`config.mk`:
```
export PLATFORM = sky130hd
export DESIGN_NAME = sd_wr_engine
export DESIGN_NICKNAME = d
export VERILOG_FILES = /design/src/rtl/sdw_pkg.sv /design/src/rtl/sdw_payload_shift.sv /design/src/rtl/sdw_token_rx.sv /design/src/rtl/sdw_timeout.sv /design/src/rtl/sd_wr_engine.sv
export SDC_FILE = /design/constraint.sdc
export NUM_CORES = 1
export LEC_CHECK = 0
export BUFFER_PORTS_ARGS = -buffer_cell sky130_fd_sc_hd__buf_2
export CORE_MARGIN = 2
export CORE_UTILIZATION = 35
export CTS_CLUSTER_SIZE = 10
export DETAILED_ROUTE_END_ITERATION = 7
export GPL_TIMING_DRIVEN = 0
export PLACE_DENSITY_LB_ADDON = 0.05
export SLEW_MARGIN = 20
export SYNTH_ARGS = -nofsm -noshare
export SYNTH_HDL_FRONTEND = slang
export SYNTH_SLANG_ARGS = --single-unit
```
`constraint.sdc`:
```
create_clock -name clk_i -period 3.6 [get_ports clk_i]
set_clock_uncertainty 0.1 [all_clocks]
set_input_delay 0.36 -clock clk_i [delete_from_list [all_inputs] [get_ports clk_i]]
set_output_delay 0.36 -clock clk_i [all_outputs]
set_load 0.01 [all_outputs]
```
`src/rtl/sdw_pkg.sv`:
```
package sdw_pkg;
  typedef enum logic [3:0] {
    S_IDLE, S_PRE, S_START, S_DATA, S_CRC, S_END, S_TOKEN, S_DECODE
  } phase_e;

  typedef enum logic [2:0] {
    ST_OK      = 3'd0,
    ST_CRC_ERR = 3'd1,
    ST_WR_ERR  = 3'd2,
    ST_WR_FAIL = 3'd3,
    ST_TIMEOUT = 3'd4
  } wr_status_e;

  localparam logic [2:0] TOK_ACCEPT = 3'b010;
  localparam logic [2:0] TOK_CRC    = 3'b101;
  localparam logic [2:0] TOK_WRERR  = 3'b110;
endpackage

```
`src/rtl/sdw_payload_shift.sv`:
```
module sdw_payload_shift #(
  parameter int WORD_W = 32,
  parameter int NIB_W  = 4
) (
  input  logic              clk_i,
  input  logic              rst_ni,
  input  logic              active_i,
  input  logic [WORD_W-1:0] data_i,
  input  logic              valid_i,
  output logic              ready_o,
  output logic              fire_o,
  output logic [NIB_W-1:0]  nib_o
);
  localparam int NIBS = WORD_W / NIB_W;
  localparam int RW   = $clog2(NIBS + 1);

  logic [WORD_W-1:0] sh_q;
  logic [RW-1:0]     rem_q;
  logic              held;

  assign held    = (rem_q != '0);
  assign ready_o = active_i && !held;
  assign fire_o  = active_i && (held || valid_i);
  // first nibble of a fresh word passes straight through
  assign nib_o   = held ? sh_q[WORD_W-1 -: NIB_W] : data_i[WORD_W-1 -: NIB_W];

  always_ff @(posedge clk_i or negedge rst_ni) begin
    if (!rst_ni) begin
      sh_q  <= '0;
      rem_q <= '0;
    end else if (!active_i) begin
      rem_q <= '0;
    end else if (held) begin
      sh_q  <= sh_q << NIB_W;
      rem_q <= rem_q - 1'b1;
    end else if (valid_i) begin
      sh_q  <= data_i << NIB_W;
      rem_q <= RW'(NIBS - 1);
    end
  end
endmodule

```
`src/rtl/sdw_token_rx.sv`:
```
module sdw_token_rx #(
  parameter int TOK_BITS = 32
) (
  input  logic       clk_i,
  input  logic       rst_ni,
  input  logic       shift_i,
  input  logic       bit_i,
  output logic [2:0] code_o,
  output logic       found_o
);
  localparam int PW = $clog2(TOK_BITS);

  logic [TOK_BITS-1:0] tok_q;
  logic [TOK_BITS+2:0] ext;
  logic [PW-1:0]       pos;
  logic                found;

  always_ff @(posedge clk_i or negedge rst_ni) begin
    if (!rst_ni)      tok_q <= '1;
    else if (shift_i) tok_q <= {tok_q[TOK_BITS-2:0], bit_i};
  end

  // leading-one skip: locate the start bit from the top
  always_comb begin
    found = 1'b0;
    pos   = '0;
    for (int i = 0; i < TOK_BITS; i++) begin
      if (!found && !tok_q[TOK_BITS-1-i]) begin
        found = 1'b1;
        pos   = PW'(TOK_BITS - 1 - i);
      end
    end
  end

  assign ext     = {tok_q, 3'b000};
  assign code_o  = ext[pos +: 3];
  assign found_o = found;
endmodule

```
`src/rtl/sdw_timeout.sv`:
```
module sdw_timeout #(
  parameter int LIMIT = 100_000_000
) (
  input  logic clk_i,
  input  logic rst_ni,
  input  logic clr_i,
  input  logic run_i,
  output logic expire_o
);
  localparam int CW = $clog2(LIMIT + 1);

  logic [CW-1:0] cnt_q;

  assign expire_o = run_i && (cnt_q == CW'(LIMIT - 1));

  always_ff @(posedge clk_i or negedge rst_ni) begin
    if (!rst_ni)    cnt_q <= '0;
    else if (clr_i) cnt_q <= '0;
    else if (run_i) cnt_q <= cnt_q + 1'b1;
  end
endmodule

```
`src/rtl/sd_wr_engine.sv`:
```
module sd_wr_engine
  import sdw_pkg::*;
#(
  parameter int WORDS_PER_BLK = 128,
  parameter int WORD_W        = 32,
  parameter int LANES         = 4,
  parameter int TOK_BITS      = 32,
  parameter int BLK_W         = 9,
  parameter int TIMEOUT_CYC   = 100_000_000
) (
  input  logic                  clk_i,
  input  logic                  rst_ni,
  input  logic                  start_i,
  input  logic [BLK_W-1:0]      blk_cnt_i,
  input  logic [WORD_W-1:0]     data_i,
  input  logic                  data_valid_i,
  output logic                  data_ready_o,
  input  logic [16*LANES-1:0]   crc_i,
  output logic [LANES-1:0]      dat_o,
  output logic                  dat_oe_o,
  output logic                  bus_clk_en_o,
  input  logic                  dat0_i,
  output logic                  busy_o,
  output logic [BLK_W-1:0]      done_cnt_o,
  output logic [2:0]            status_o
);
  localparam int CRC_W    = 16 * LANES;
  localparam int CRC_NIBS = 16;
  localparam int NIB_BLK  = WORDS_PER_BLK * WORD_W / LANES;
  localparam int CNT_MAX  = (NIB_BLK > TOK_BITS) ? NIB_BLK : TOK_BITS;
  localparam int CW       = $clog2(CNT_MAX);

  phase_e           phase_q;
  logic [CW-1:0]    cnt_q;
  logic [CRC_W-1:0] crc_q;
  logic [BLK_W-1:0] blk_q, done_q, done_nx;
  wr_status_e       status_q;

  logic             pay_fire, pay_ready;
  logic [LANES-1:0] pay_nib;
  logic [2:0]       tok_code;
  logic             tok_found, expire, busy;

  assign busy    = (phase_q != S_IDLE);
  assign done_nx = done_q + 1'b1;

  sdw_payload_shift #(.WORD_W(WORD_W), .NIB_W(LANES)) u_pay (
    .clk_i    (clk_i),
    .rst_ni   (rst_ni),
    .active_i (phase_q == S_DATA),
    .data_i   (data_i),
    .valid_i  (data_valid_i),
    .ready_o  (pay_ready),
    .fire_o   (pay_fire),
    .nib_o    (pay_nib)
  );

  sdw_token_rx #(.TOK_BITS(TOK_BITS)) u_tok (
    .clk_i   (clk_i),
    .rst_ni  (rst_ni),
    .shift_i (phase_q == S_TOKEN),
    .bit_i   (dat0_i),
    .code_o  (tok_code),
    .found_o (tok_found)
  );

  sdw_timeout #(.LIMIT(TIMEOUT_CYC)) u_to (
    .clk_i    (clk_i),
    .rst_ni   (rst_ni),
    .clr_i    (!busy && start_i),
    .run_i    (busy),
    .expire_o (expire)
  );

  always_ff @(posedge clk_i or negedge rst_ni) begin
    if (!rst_ni) begin
      phase_q  <= S_IDLE;
      cnt_q    <= '0;
      crc_q    <= '0;
      blk_q    <= '0;
      done_q   <= '0;
      status_q <= ST_OK;
    end else if (expire) begin
      phase_q  <= S_IDLE;
      status_q <= ST_TIMEOUT;
    end else begin
      unique case (phase_q)
        S_IDLE: if (start_i) begin
          blk_q    <= blk_cnt_i;
          done_q   <= '0;
          status_q <= ST_OK;
          cnt_q    <= '0;
          if (blk_cnt_i != '0) phase_q <= S_PRE;
        end
        S_PRE: begin
          crc_q   <= crc_i;
          phase_q <= S_START;
        end
        S_START: begin
          cnt_q   <= '0;
          phase_q <= S_DATA;
        end
        S_DATA: if (pay_fire) begin
          if (cnt_q == CW'(NIB_BLK - 1)) begin
            cnt_q   <= '0;
            phase_q <= S_CRC;
          end else begin
            cnt_q <= cnt_q + 1'b1;
          end
        end
        S_CRC: begin
          crc_q <= crc_q << LANES;
          if (cnt_q == CW'(CRC_NIBS - 1)) begin
            cnt_q   <= '0;
            phase_q <= S_END;
          end else begin
            cnt_q <= cnt_q + 1'b1;
          end
        end
        S_END: begin
          cnt_q   <= '0;
          phase_q <= S_TOKEN;
        end
        S_TOKEN: begin
          if (cnt_q == CW'(TOK_BITS - 1)) begin
            cnt_q   <= '0;
            phase_q <= S_DECODE;
          end else begin
            cnt_q <= cnt_q + 1'b1;
          end
        end
        S_DECODE: begin
          if (tok_found && tok_code == TOK_ACCEPT) begin
            done_q  <= done_nx;
            phase_q <= (done_nx == blk_q) ? S_IDLE : S_PRE;
          end else begin
            phase_q <= S_IDLE;
            if (tok_found && tok_code == TOK_CRC)        status_q <= ST_CRC_ERR;
            else if (tok_found && tok_code == TOK_WRERR) status_q <= ST_WR_ERR;
            else                                         status_q <= ST_WR_FAIL;
          end
        end
        default: phase_q <= S_IDLE;
      endcase
    end
  end

  always_comb begin
    dat_o        = '0;
    dat_oe_o     = 1'b0;
    bus_clk_en_o = 1'b0;
    unique case (phase_q)
      S_PRE, S_END: begin
        dat_o        = '1;
        dat_oe_o     = 1'b1;
        bus_clk_en_o = 1'b1;
      end
      S_START: begin
        dat_oe_o     = 1'b1;
        bus_clk_en_o = 1'b1;
      end
      S_DATA: begin
        dat_o        = pay_nib;
        dat_oe_o     = 1'b1;
        bus_clk_en_o = pay_fire;
      end
      S_CRC: begin
        dat_o        = crc_q[CRC_W-1 -: LANES];
        dat_oe_o     = 1'b1;
        bus_clk_en_o = 1'b1;
      end
      S_TOKEN: bus_clk_en_o = 1'b1;
      default: ;
    endcase
  end

  assign data_ready_o = pay_ready;
  assign busy_o       = busy;
  assign done_cnt_o   = done_q;
  assign status_o     = status_q;
endmodule

```
# After elaboration in Yosys (flattened, before gate mapping)
# Cells that the tools add are included.
# word_totals
reg_bits	194
in_bits	110
# classes
n_addsub	4
eq_ne	26
n_shift	1
n_mux	101
bitwise_logic	1
reduce_logical	123
# op_table
operator	count
2-to-1 mux 5 bit	32
case mux 64 bit (2 select lines)	1
2-to-1 mux 32 bit	2
logical NOT 1 bit	63
2-to-1 mux 27 bit	2
2-to-1 mux 10 bit	5
case mux 10 bit (5 select lines)	1
2-to-1 mux 4 bit	11
logical AND 1 bit	38
2-to-1 mux 1 bit	36
variable part select 35 x 6 -> 3 bit	1
case mux 4 bit (8 select lines)	1
adder 27 x 1 -> 27 bit (second input constant)	1
equality test 27 bit (second input constant)	1
!= test 3 bit (second input constant)	8
2-to-1 mux 9 bit	2
case mux 9 bit (2 select lines)	1
equality test 4 x 3 -> 1 bit (second input constant)	4
case mux 4 bit (3 select lines)	1
adder 10 x 1 -> 10 bit (second input constant)	1
equality test 10 bit (second input constant)	1
equality test 10 x 4 -> 1 bit (second input constant)	1
equality test 10 x 5 -> 1 bit (second input constant)	1
OR reduction 5 bit	2
25 further kinds	39

# Logic depth before layout (Yosys ltp)
# Gate-level depths: netlist (run 1).
# depth
depth_word	101
ltp_mapped	16
ltp_nobuf	12

# Hierarchy
# From an unflattened synthesis (run 1), not the netlist that was laid out.
# unflattened
cells_unflattened	1037
area_unflattened_um2	10473.8
# modules_own_cells
module	instances	cells_each	area_per_inst_um2
sd_wr_engine	1	521	5034.8
sdw_token_rx	1	233	2478.6
sdw_payload_shift	1	132	1487.7
sdw_timeout	1	151	1472.7

# Least setup slack after synthesis (run 1)
# OpenSTA, ideal clock, no wires.
# synth_path
path_type	register to register
startpoint	register u_tok.tok_q[25]
endpoint	register status_q[1] (netlist: status_o[1])
setup_ns	0.125
arrival_ns	3.536
setup_slack_ns	-0.162
path_stages_with_launch	15
n_path_buf	2
path_cell_list	dfstp_2 buf_2 nand3_1 or2_1 o221a_2 o21a_1 nand2_1 clkbuf_1 mux2i_1 nor3_1 a311o_1 o31ai_4 o21ai_1 a31o_2 mux2_4
# synth_between
elab_chain_len	85
word_cells_on_any_way	115
# synth_lines
item	line_no	rtl
from (decl)	sdw_token_rx.sv:13	logic [TOK_BITS-1:0] tok_q;
from (signal assigned)	sdw_token_rx.sv:20	else if (shift_i) tok_q <= {tok_q[TOK_BITS-2:0], bit_i};
logical NOT 1 bit	sdw_token_rx.sv:28	if (!found && !tok_q[TOK_BITS-1-i]) begin
logical AND 1 bit	sdw_token_rx.sv:28	
2-to-1 mux 1 bit	sdw_token_rx.sv:28	
logical NOT 1 bit	sdw_token_rx.sv:28	
logical AND 1 bit	sdw_token_rx.sv:28	
2-to-1 mux 1 bit	sdw_token_rx.sv:28	
logical NOT 1 bit	sdw_token_rx.sv:28	
logical AND 1 bit	sdw_token_rx.sv:28	
[69 not listed]	n/a	
2-to-1 mux 5 bit	sdw_token_rx.sv:28	
variable part select 35 x 6 -> 3 bit	sdw_token_rx.sv:36	assign code_o = ext[pos +: 3];
equality test 3 bit	sd_wr_engine.sv:138	if (tok_found && tok_code == TOK_CRC) status_q <= ST_CRC_ERR;
logical AND 1 bit	sd_wr_engine.sv:138	
2-to-1 mux 2 bit	sd_wr_engine.sv:138	
2-to-1 mux 3 bit	sd_wr_engine.sv:133	if (tok_found && tok_code == TOK_ACCEPT) begin
case mux 3 bit (2 select lines)	sd_wr_engine.sv:87	unique case (phase_q)
2-to-1 mux 3 bit	sd_wr_engine.sv:83	end else if (expire) begin
to (signal assigned)	sd_wr_engine.sv:85	status_q <= ST_TIMEOUT;
to (signal assigned)	sd_wr_engine.sv:138	
to (signal assigned)	sd_wr_engine.sv:139	else if (tok_found && tok_code == TOK_WRERR) status_q <= ST_WR_ERR;
to (decl)	sd_wr_engine.sv:37	wr_status_e status_q;
# Several ways; a longest one is shown, not always the timed one. The select of a mux whose other input is x is not followed.
# A chain may end at the register's enable or synchronous reset.

# Final worst setup path (run 1)
# layout_path
startpoint	register u_tok.tok_q[26]
endpoint	register status_q[1] (netlist: status_o[1])
# layout_between
elab_chain_len	88
word_cells_on_any_way	119
# layout_lines
item	line_no
logical NOT 1 bit	sdw_token_rx.sv:28
logical AND 1 bit	sdw_token_rx.sv:28
2-to-1 mux 1 bit	sdw_token_rx.sv:28
logical NOT 1 bit	sdw_token_rx.sv:28
logical AND 1 bit	sdw_token_rx.sv:28
2-to-1 mux 1 bit	sdw_token_rx.sv:28
logical NOT 1 bit	sdw_token_rx.sv:28
logical AND 1 bit	sdw_token_rx.sv:28
[72 not listed]	n/a
2-to-1 mux 5 bit	sdw_token_rx.sv:28
variable part select 35 x 6 -> 3 bit	sdw_token_rx.sv:36
equality test 3 bit	sd_wr_engine.sv:138
logical AND 1 bit	sd_wr_engine.sv:138
2-to-1 mux 2 bit	sd_wr_engine.sv:138
2-to-1 mux 3 bit	sd_wr_engine.sv:133
case mux 3 bit (2 select lines)	sd_wr_engine.sv:87
2-to-1 mux 3 bit	sd_wr_engine.sv:83
# Several ways; a longest one is shown, not always the timed one. The select of a mux whose other input is x is not followed.

==> results by group, run 1 <==
Status
  – Run status: complete, but fails checks
  – Failing checks: setup timing

Power
  – Static Leak: ~5.4 nW
  – P_sw: 1.41 mW
  – Comb power frac: 0.139
  – Switching share of power: 0.286
  – PD cells: 380 nW/um2
  – Reg power frac: 0.486
  – Clock share of power: 0.375
  – Cell-internal power: 3.52 mW
  – Worst VDD drop: 0.000363 V
  – Total power: roughly 5 mW

Logic synthesis
  – Yosys synthesis warning count: 0
  – Syn avg cell area: ~9.4 um2
  – Number of synthesized flops with an enable pin: 0
  – Post-synthesis sequential area ratio: 0.465
  – Top post-synthesis cells by area: dfrtp_1, mux2i_1, dfstp_2
  – Post-synthesis cell area: approximately 10,000 um2
  – Ys flop type: dfrtp_1
  – Yosys cell types: 76
  – FF+latch count, synth: 189
  – Ys async rst share: 1.00
  – Synth area leader: dfrtp_1
  – Synth Instances: 1,093
  – Post-Syn Nets: 1,207
  – Share of the synthesized area in the top cell type: 0.383

Final layout
  – Final core utilization: 0.450
  – Final cell count without fillers: about 1,700
  – FILL cells: 2,868
  – Layout cells sized above 1: 0.288
  – Finished Cell Area: between 10,000 and 15,000 um2
  – Net count, final: 1,422
  – Layout area overhead: 26.3%

Clocking
  – Worst-path clk slew: 0.08 ns
  – Clock Sinks: 189
  – CTS H-tree lvls: 4
  – TritonCTS Buffers: 17
  – Clock tree buffer depth: 2
  – CTS tree: done
  – Clk_lat worst skew: 0.44 ns
  – Root Buffer: clkbuf_16

Timing
  – Final setup vio count: 10
  – Slew margin rel.: 0.493
  – Fin. Hold Viols: 0
  – RSZ-0062 raised after global routing: yes
  – Worst slew pin tran: between 0.7 and 0.8 ns
  – Slew Limit Fails: 0
  – Final WS setup: -0.0851 ns
  – Final Critical Period: around 3.7 ns
  – Fin crit share: 1.02
  – Hold_ws: 0.0376 ns
  – TNS Setup: -0.433 ns
  – Fmax: ~270 MHz

Floorplanning
  – Core ar.: roughly 29,000 um2
  – # rows: 62
  – # IOs: 130
  – Die W: between 150 and 200 um
  – Starting Density: 0.357
  – Die Span Y: 175 um
  – Die ar.: ~31,000 um2

Worst setup path
  – CP max-delay cell: dfstp_2
  – Worst path arrival time: roughly 4 ns
  – Crit Path Class: reg -> reg
  – CP peak stage delay: 0.59 ns
  – Critical-path cell list: nand3_2 -> or2_4 -> or3_4 -> a211o_4 -> nand2_4 -> buf_8 -> nor2_1 -> a2111oi_2 -> nand4_1 -> o31ai_4 -> o21ai_2 -> a31o_4 -> mux2_4
  – Worst-path fanout max: 8
  – Worst R2R Start: u_tok.tok_q[26]
  – CP Launch Type: register
  – Worst setup startpoint: u_tok.tok_q[26]
  – Required time of the critical path: approximately 3.8 ns
  – Worst setup EP type: register

Worst hold path
  – Hold Crit Class: in -> reg
  – Hold Startpoint: data_i[2]

Routing
  – Avg WL per Cell: about 18 um
  – Via Count: around 9,000
  – 1st-iter DRT viols: around 520
  – Drt first pass iters: 4
  – Routed WL: 30,500 um
  – Routed vias/inst: between 5 and 6
  – Drc violations: 0
  – ANT nets after route: 0

Place
  – Cells after DPL: ~1,600
  – Hpwl dp: approximately 21,000 um
  – PortBufs: between 100 and 150
  – Routability cong.: 0.854
  – Post-Place Setup Slack: -1.18 ns
  – DP Area: ~11,000 um2

Global route
  – Global-route wire length before repair: 48,800 um
  – Vias in the first global route: approximately 9,000
  – Initial antenna violation count: 4
  – GRT Total Usage: 0.199
  – GRT Residual Overflow: 0
  – Largest net degree at the start of global routing: 93

Run
  – Max-cap violation count: 0
-- power by group through the flow --
stage / registers, mW / clock network (mW) / logic (mW)
detailed placement: 2.44 / 0 / 0.698
global route: 2.42 / 1.99 / 0.790
floorplan: 2.40 / 0 / 0.442
global placement: 2.43 / 0 / 0.682
CTS: 2.40 / 1.90 / 0.704
finish: 2.40 / 1.85 / 0.685
-- layout make-up --
| type | instances | area [um2] | area share |
|---|---|---|---|
| flip-flops and latches | 189 | 4770 | 0.368 |
| plain buffers | 59 | 293 | 0.0226 |
| clock buffers | 19 | 443 | 0.0342 |
| inverters | 21 | 78.8 | 0.00608 |
| diodes | 1 | 2.50 | 0.000193 |
| well taps | 384 | 480 | 0.0371 |
| clock inverters | 13 | 108 | 0.00830 |
| repair buffers | 201 | 1260 | 0.0970 |
| multi-input cells | 819 | 5530 | 0.427 |
-- synth_stat cells (5+ instances only) --
cell / number
o21a_1: 5
nor2_1: 50
a211oi_1: 7
clkbuf_1: 54
o211ai_1: 6
xnor2_1: 9
o21ai_0: 162
a21oi_1: 23
o31ai_1: 15
dfstp_2: 32
nor4_1: 8
a31oi_1: 6
xor2_1: 7
o22ai_1: 7
a22oi_1: 7
mux2_2: 33
inv_1: 20
nand4_1: 18
and3_1: 17
o31a_1: 6
nand2b_1: 14
nor3_1: 18
mux2i_1: 99
a2111oi_0: 7
nand2_1: 166
nand3_1: 48
dfrtp_1: 157
-- routing by layer --
metal,vias up,part of all wire,global-route usage
met5,-,0.0012,0
met4,6,0.019,0.0552
met3,47,0.042,0.0418
met2,196,0.45,0.305
met1,4414,0.49,0.284
li1,4411,-,-
-- kinds of logic (layout without fill, tap and decap cells) --
| group | Yosys count | after routing | share of synthesized area |
|---|---|---|---|
| adders and majority gates | 4 | 4 | 0.00488 |
| buffers and inverters | 85 | 313 | 0.0330 |
| other | 0 | 1 | 0 |
| DFF | 189 | 189 | 0.465 |
| muxes | 134 | 134 | 0.135 |
| AOI/OAI and AO/OA | 295 | 295 | 0.179 |
| and+or+nand+nor | 370 | 370 | 0.170 |
| xor gates and xnor gates | 16 | 16 | 0.0137 |
-- worst max-delay path, delay by kind of cell, from the launching register on --
family / cells / cell delay, ns
buffers and inverters: 1 / 0.14
AOI/OAI and AO/OA: 5 / 1.19
muxes: 1 / 0.29
DFF: 1 / 0.59
and+or+nand+nor: 6 / 1.26
-- worst paths after layout --
check | endpoint | slack [ns] | cells past startpoint
setup / recovery | status_o[1] | -0.09 | 13
min in group asynchronous | blk_q[6] | 0.28 | 2
hold / removal | u_pay.sh_q[6] | 0.04 | 2
setup reg to reg | status_o[1] | -0.09 | 13
max in group asynchronous | u_tok.tok_q[23] | 1.94 | 4
hold reg to reg | crc_q[43] | 0.38 | 2
-- sequential cells by signal, indices dropped and copies added (netlist names) --
name	flops
crc_q	64
u_tok.tok_q	32
u_pay.sh_q	28
u_to.cnt_q	27
cnt_q	10
blk_q	9
done_cnt_o	9
u_pay.rem_q	4
phase_q	3
status_o	3
-- cell usage in the layout (no fill, tap or decap), types with 5 or more instances in the layout --
master	netlist	layout
inv_1	20	20
dfrtp_1	157	157
and3_1	17	16
o31ai_1	15	12
a21oi_1	23	22
nor2_1	50	44
buf_2	4	128
xor2_1	7	7
o21ai_0	162	160
nor2_2	0	5
mux2i_1	99	98
nor3_1	18	16
nand2_1	166	162
a2111oi_2	0	5
clkbuf_1	54	46
a22oi_1	7	5
o31a_1	6	6
a31oi_1	6	5
mux2_2	33	33
buf_4	0	65
o211ai_1	6	6
dfstp_2	32	32
buf_6	2	8
nand4_1	18	18
xnor2_1	9	9
nor4_1	8	5
o21a_1	5	5
nand3_1	48	45
clkbuf_16	0	17
nand2b_1	14	14
o22ai_1	7	6
-- what timing repair did --
action                                 in CTS  in global routing
cloned                                      0                  0
hold buffers                                1                  0
setup endpoints to repair                  16                 18
gates resized for setup                    63                 45
endpoints found under the hold margin      34                  0
buffers inserted                           41                 28
pin swaps                                  24                 32
(Power assumes the default switching activity.)
==> inputs of run 2 (changes only) <==
--- a/config.mk
+++ b/config.mk
@@ -12,6 +12,7 @@
 export DETAILED_ROUTE_END_ITERATION = 7
 export GPL_TIMING_DRIVEN = 0
 export PLACE_DENSITY_LB_ADDON = 0.05
+export RECOVER_POWER = 50
 export SLEW_MARGIN = 20
 export SYNTH_ARGS = -nofsm -noshare
 export SYNTH_HDL_FRONTEND = slang
==> run 2 against run 1 <==
  * The run ends with capacitance limit, slew limit, setup timing left
  * Count of clock-buffer cells in the layout unchanged
  * Die area unchanged
  * Worst hold slack improved by 0.00060 ns
  * Utilization decreased by 0.14 points
  * Register-to-register slack about the same
  * Global-route usage unchanged
  * Critical path type unchanged
  * Sequential cell count unchanged
  * Design area decreased by 0.31%
  * Critical path depth unchanged
  * Via count about the same
  * First-iteration DRC count unchanged
  * Highest routed layer unchanged
  * Non-clock buffer count unchanged
==> results by group, run 2 (synthesized netlist as in run 1, its figures left out) <==
Worst setup path
  – Crit Path Class: reg -> reg
  – Worst-path fanout max: 8
  – Cells on worst reg2reg path: 13
  – CP Launch Type: register
  – Required time of the critical path: approximately 3.8 ns
  – Worst path arrival time: slightly below 4 ns
  – Worst setup EP type: register

Floorplanning
  – Die W: roughly 180 um
  – # rows: a little over 60
  – Starting Density: 0.357
  – Core ar.: ~29,000 um2
  – Die ar.: just over 30,000 um2
  – Die Span Y: between 150 and 200 um
  – # IOs: 130

Final layout
  – Net count, final: about 1,400
  – Final cell count without fillers: ~1,700
  – Commonest non-fill, non-tap cell in the layout: nand2_1
  – Largest Register: crc_q
  – Most frequent cells in the layout: nand2_1, o21ai_0, dfrtp_1
  – Top flop regs: crc_q: 64 flops, u_tok.tok_q: 32 flops, u_pay.sh_q: 28 flops
  – Layout area overhead: 25.9%
  – Finished Cell Area: between 10,000 and 15,000 um2
  – FILL cells: ~2,900
  – Largest register FFs: between 60 and 70
  – Layout cells sized above 1: 0.279

Place
  – DP Area: between 10,000 and 15,000 um2
  – Cells after DPL: 1,608
  – Hpwl dp: between 20,000 and 25,000 um
  – Routability cong.: 0.854
  – PortBufs: roughly 130

Routing
  – 1st-iter DRT viols: 524
  – Drt first pass iters: 5
  – Avg WL per Cell: between 15 and 20 um
  – Via Count: 9,067
  – Routed vias/inst: roughly 5.3
  – Drc violations: 0
  – Routed WL: between 30,000 and 40,000 um
  – ANT nets after route: 0

Timing
  – Slew Limit Fails: 35
  – Final Critical Period: 3.70 ns
  – Fin. Hold Viols: 0
  – Fmax: about 270 MHz
  – Final WS setup: -0.0990 ns
  – Worst slew pin tran: between 2 and 2.5 ns
  – Final setup vio count: 10
  – Fin crit share: 1.03
  – TNS Setup: -0.584 ns
  – Slew margin rel.: -0.369
  – RSZ-0062 raised after global routing: yes

Clocking
  – Clock tree buffer depth: 2
  – Worst-path clk slew: roughly 0.08 ns
  – Clock Sinks: about 190
  – CTS tree: done
  – Clk_lat worst skew: between 0.4 and 0.5 ns
  – CTS H-tree lvls: 4
  – Root Buffer: clkbuf_16
  – TritonCTS Buffers: 17

Power
  – Worst VDD drop: ~0.00036 V
  – Static Leak: approximately 5.4 nW
  – Total power: 4.93 mW
  – PD cells: about 380 nW/um2

Global route
  – GRT Residual Overflow: 0
  – Global-route wire length before repair: between 40,000 and 50,000 um
  – Initial antenna violation count: 4
  – Vias in the first global route: ~9,000
  – GRT Total Usage: 0.199
  – Largest net degree at the start of global routing: between 90 and 100

Worst hold path
  – Hold Crit Class: in -> reg
  – Hold Path Stages: 2

Run
  – Max-cap violation count: 1

Status
  – Failing checks: capacitance limit, slew limit, setup timing
  – Run status: complete, but fails checks
-- run 2: routing by layer --
layer	track usage	vias to the layer above	wire length, um
met5	0	-	38
met4	0.0552	6	540
li1	-	4408	-
met2	0.305	207	13600
met1	0.284	4407	14900
met3	0.0418	39	1350
-- run 2: final cells by class --
| type | instances | area [um2] | area share |
|---|---|---|---|
| clock buffers | 19 | 443 | 0.0343 |
| clock inverters | 13 | 108 | 0.00833 |
| multi-input cells | 819 | 5530 | 0.428 |
| flip-flops and latches | 189 | 4770 | 0.369 |
| diodes | 1 | 2.50 | 0.000194 |
| repair buffers | 201 | 1220 | 0.0942 |
| well taps | 384 | 480 | 0.0372 |
| inverters | 21 | 78.8 | 0.00610 |
| plain buffers | 59 | 293 | 0.0227 |
-- run 2: stage by stage --
step	hold WS (ns)	worst slack, ns	util
floorplan	-0.0356	-0.0178	-
CTS	0.0196	-0.144	0.438
finish	0.0382	-0.0990	0.449
global route	0.0329	-0.225	0.449
global placement	0.362	-1.42	0.396
detailed placement	0.152	-1.18	0.398
-- run 2: final timing paths --
check | startpoint | end | slack (ns)
worst max-delay path | u_tok.tok_q[26] | status_o[1] | -0.1
worst min-delay path | data_i[2] | u_pay.sh_q[6] | 0.04
worst max register to register | u_tok.tok_q[26] | status_o[1] | -0.1
worst min register to register | u_pay.sh_q[11] | u_pay.sh_q[11] | 0.38
max in group asynchronous | rst_ni | crc_q[44] | 0.44
min in group asynchronous | rst_ni | blk_q[6] | 0.96
-- run 2: report_power, final --
group / switching [mW] / internal (mW)
sequential: 0.108 / 2.29
clock: 0.925 / 0.923
combinational: 0.374 / 0.308
-- run 2: what timing repair did --
item	CTS	global route
hold buffers	1	0
pin swaps	24	32
hold endpoints to repair	34	0
gates resized for setup	63	45
gates cloned	0	0
setup endpoints to repair	16	18
setup buffers	41	28
-- run 2: worst max-delay path, stage by stage (launching register included) --
cell and delay, ns:
dfstp_2 0.59, nand3_2 0.13, or2_4 0.28, or3_4 0.44, a211o_4 0.33, nand2_4 0.11, buf_8 0.14, nor2_1 0.06
a2111oi_2 0.35, nand4_1 0.24, o31ai_4 0.14, o21ai_2 0.10, a31o_4 0.27, mux2_4 0.29
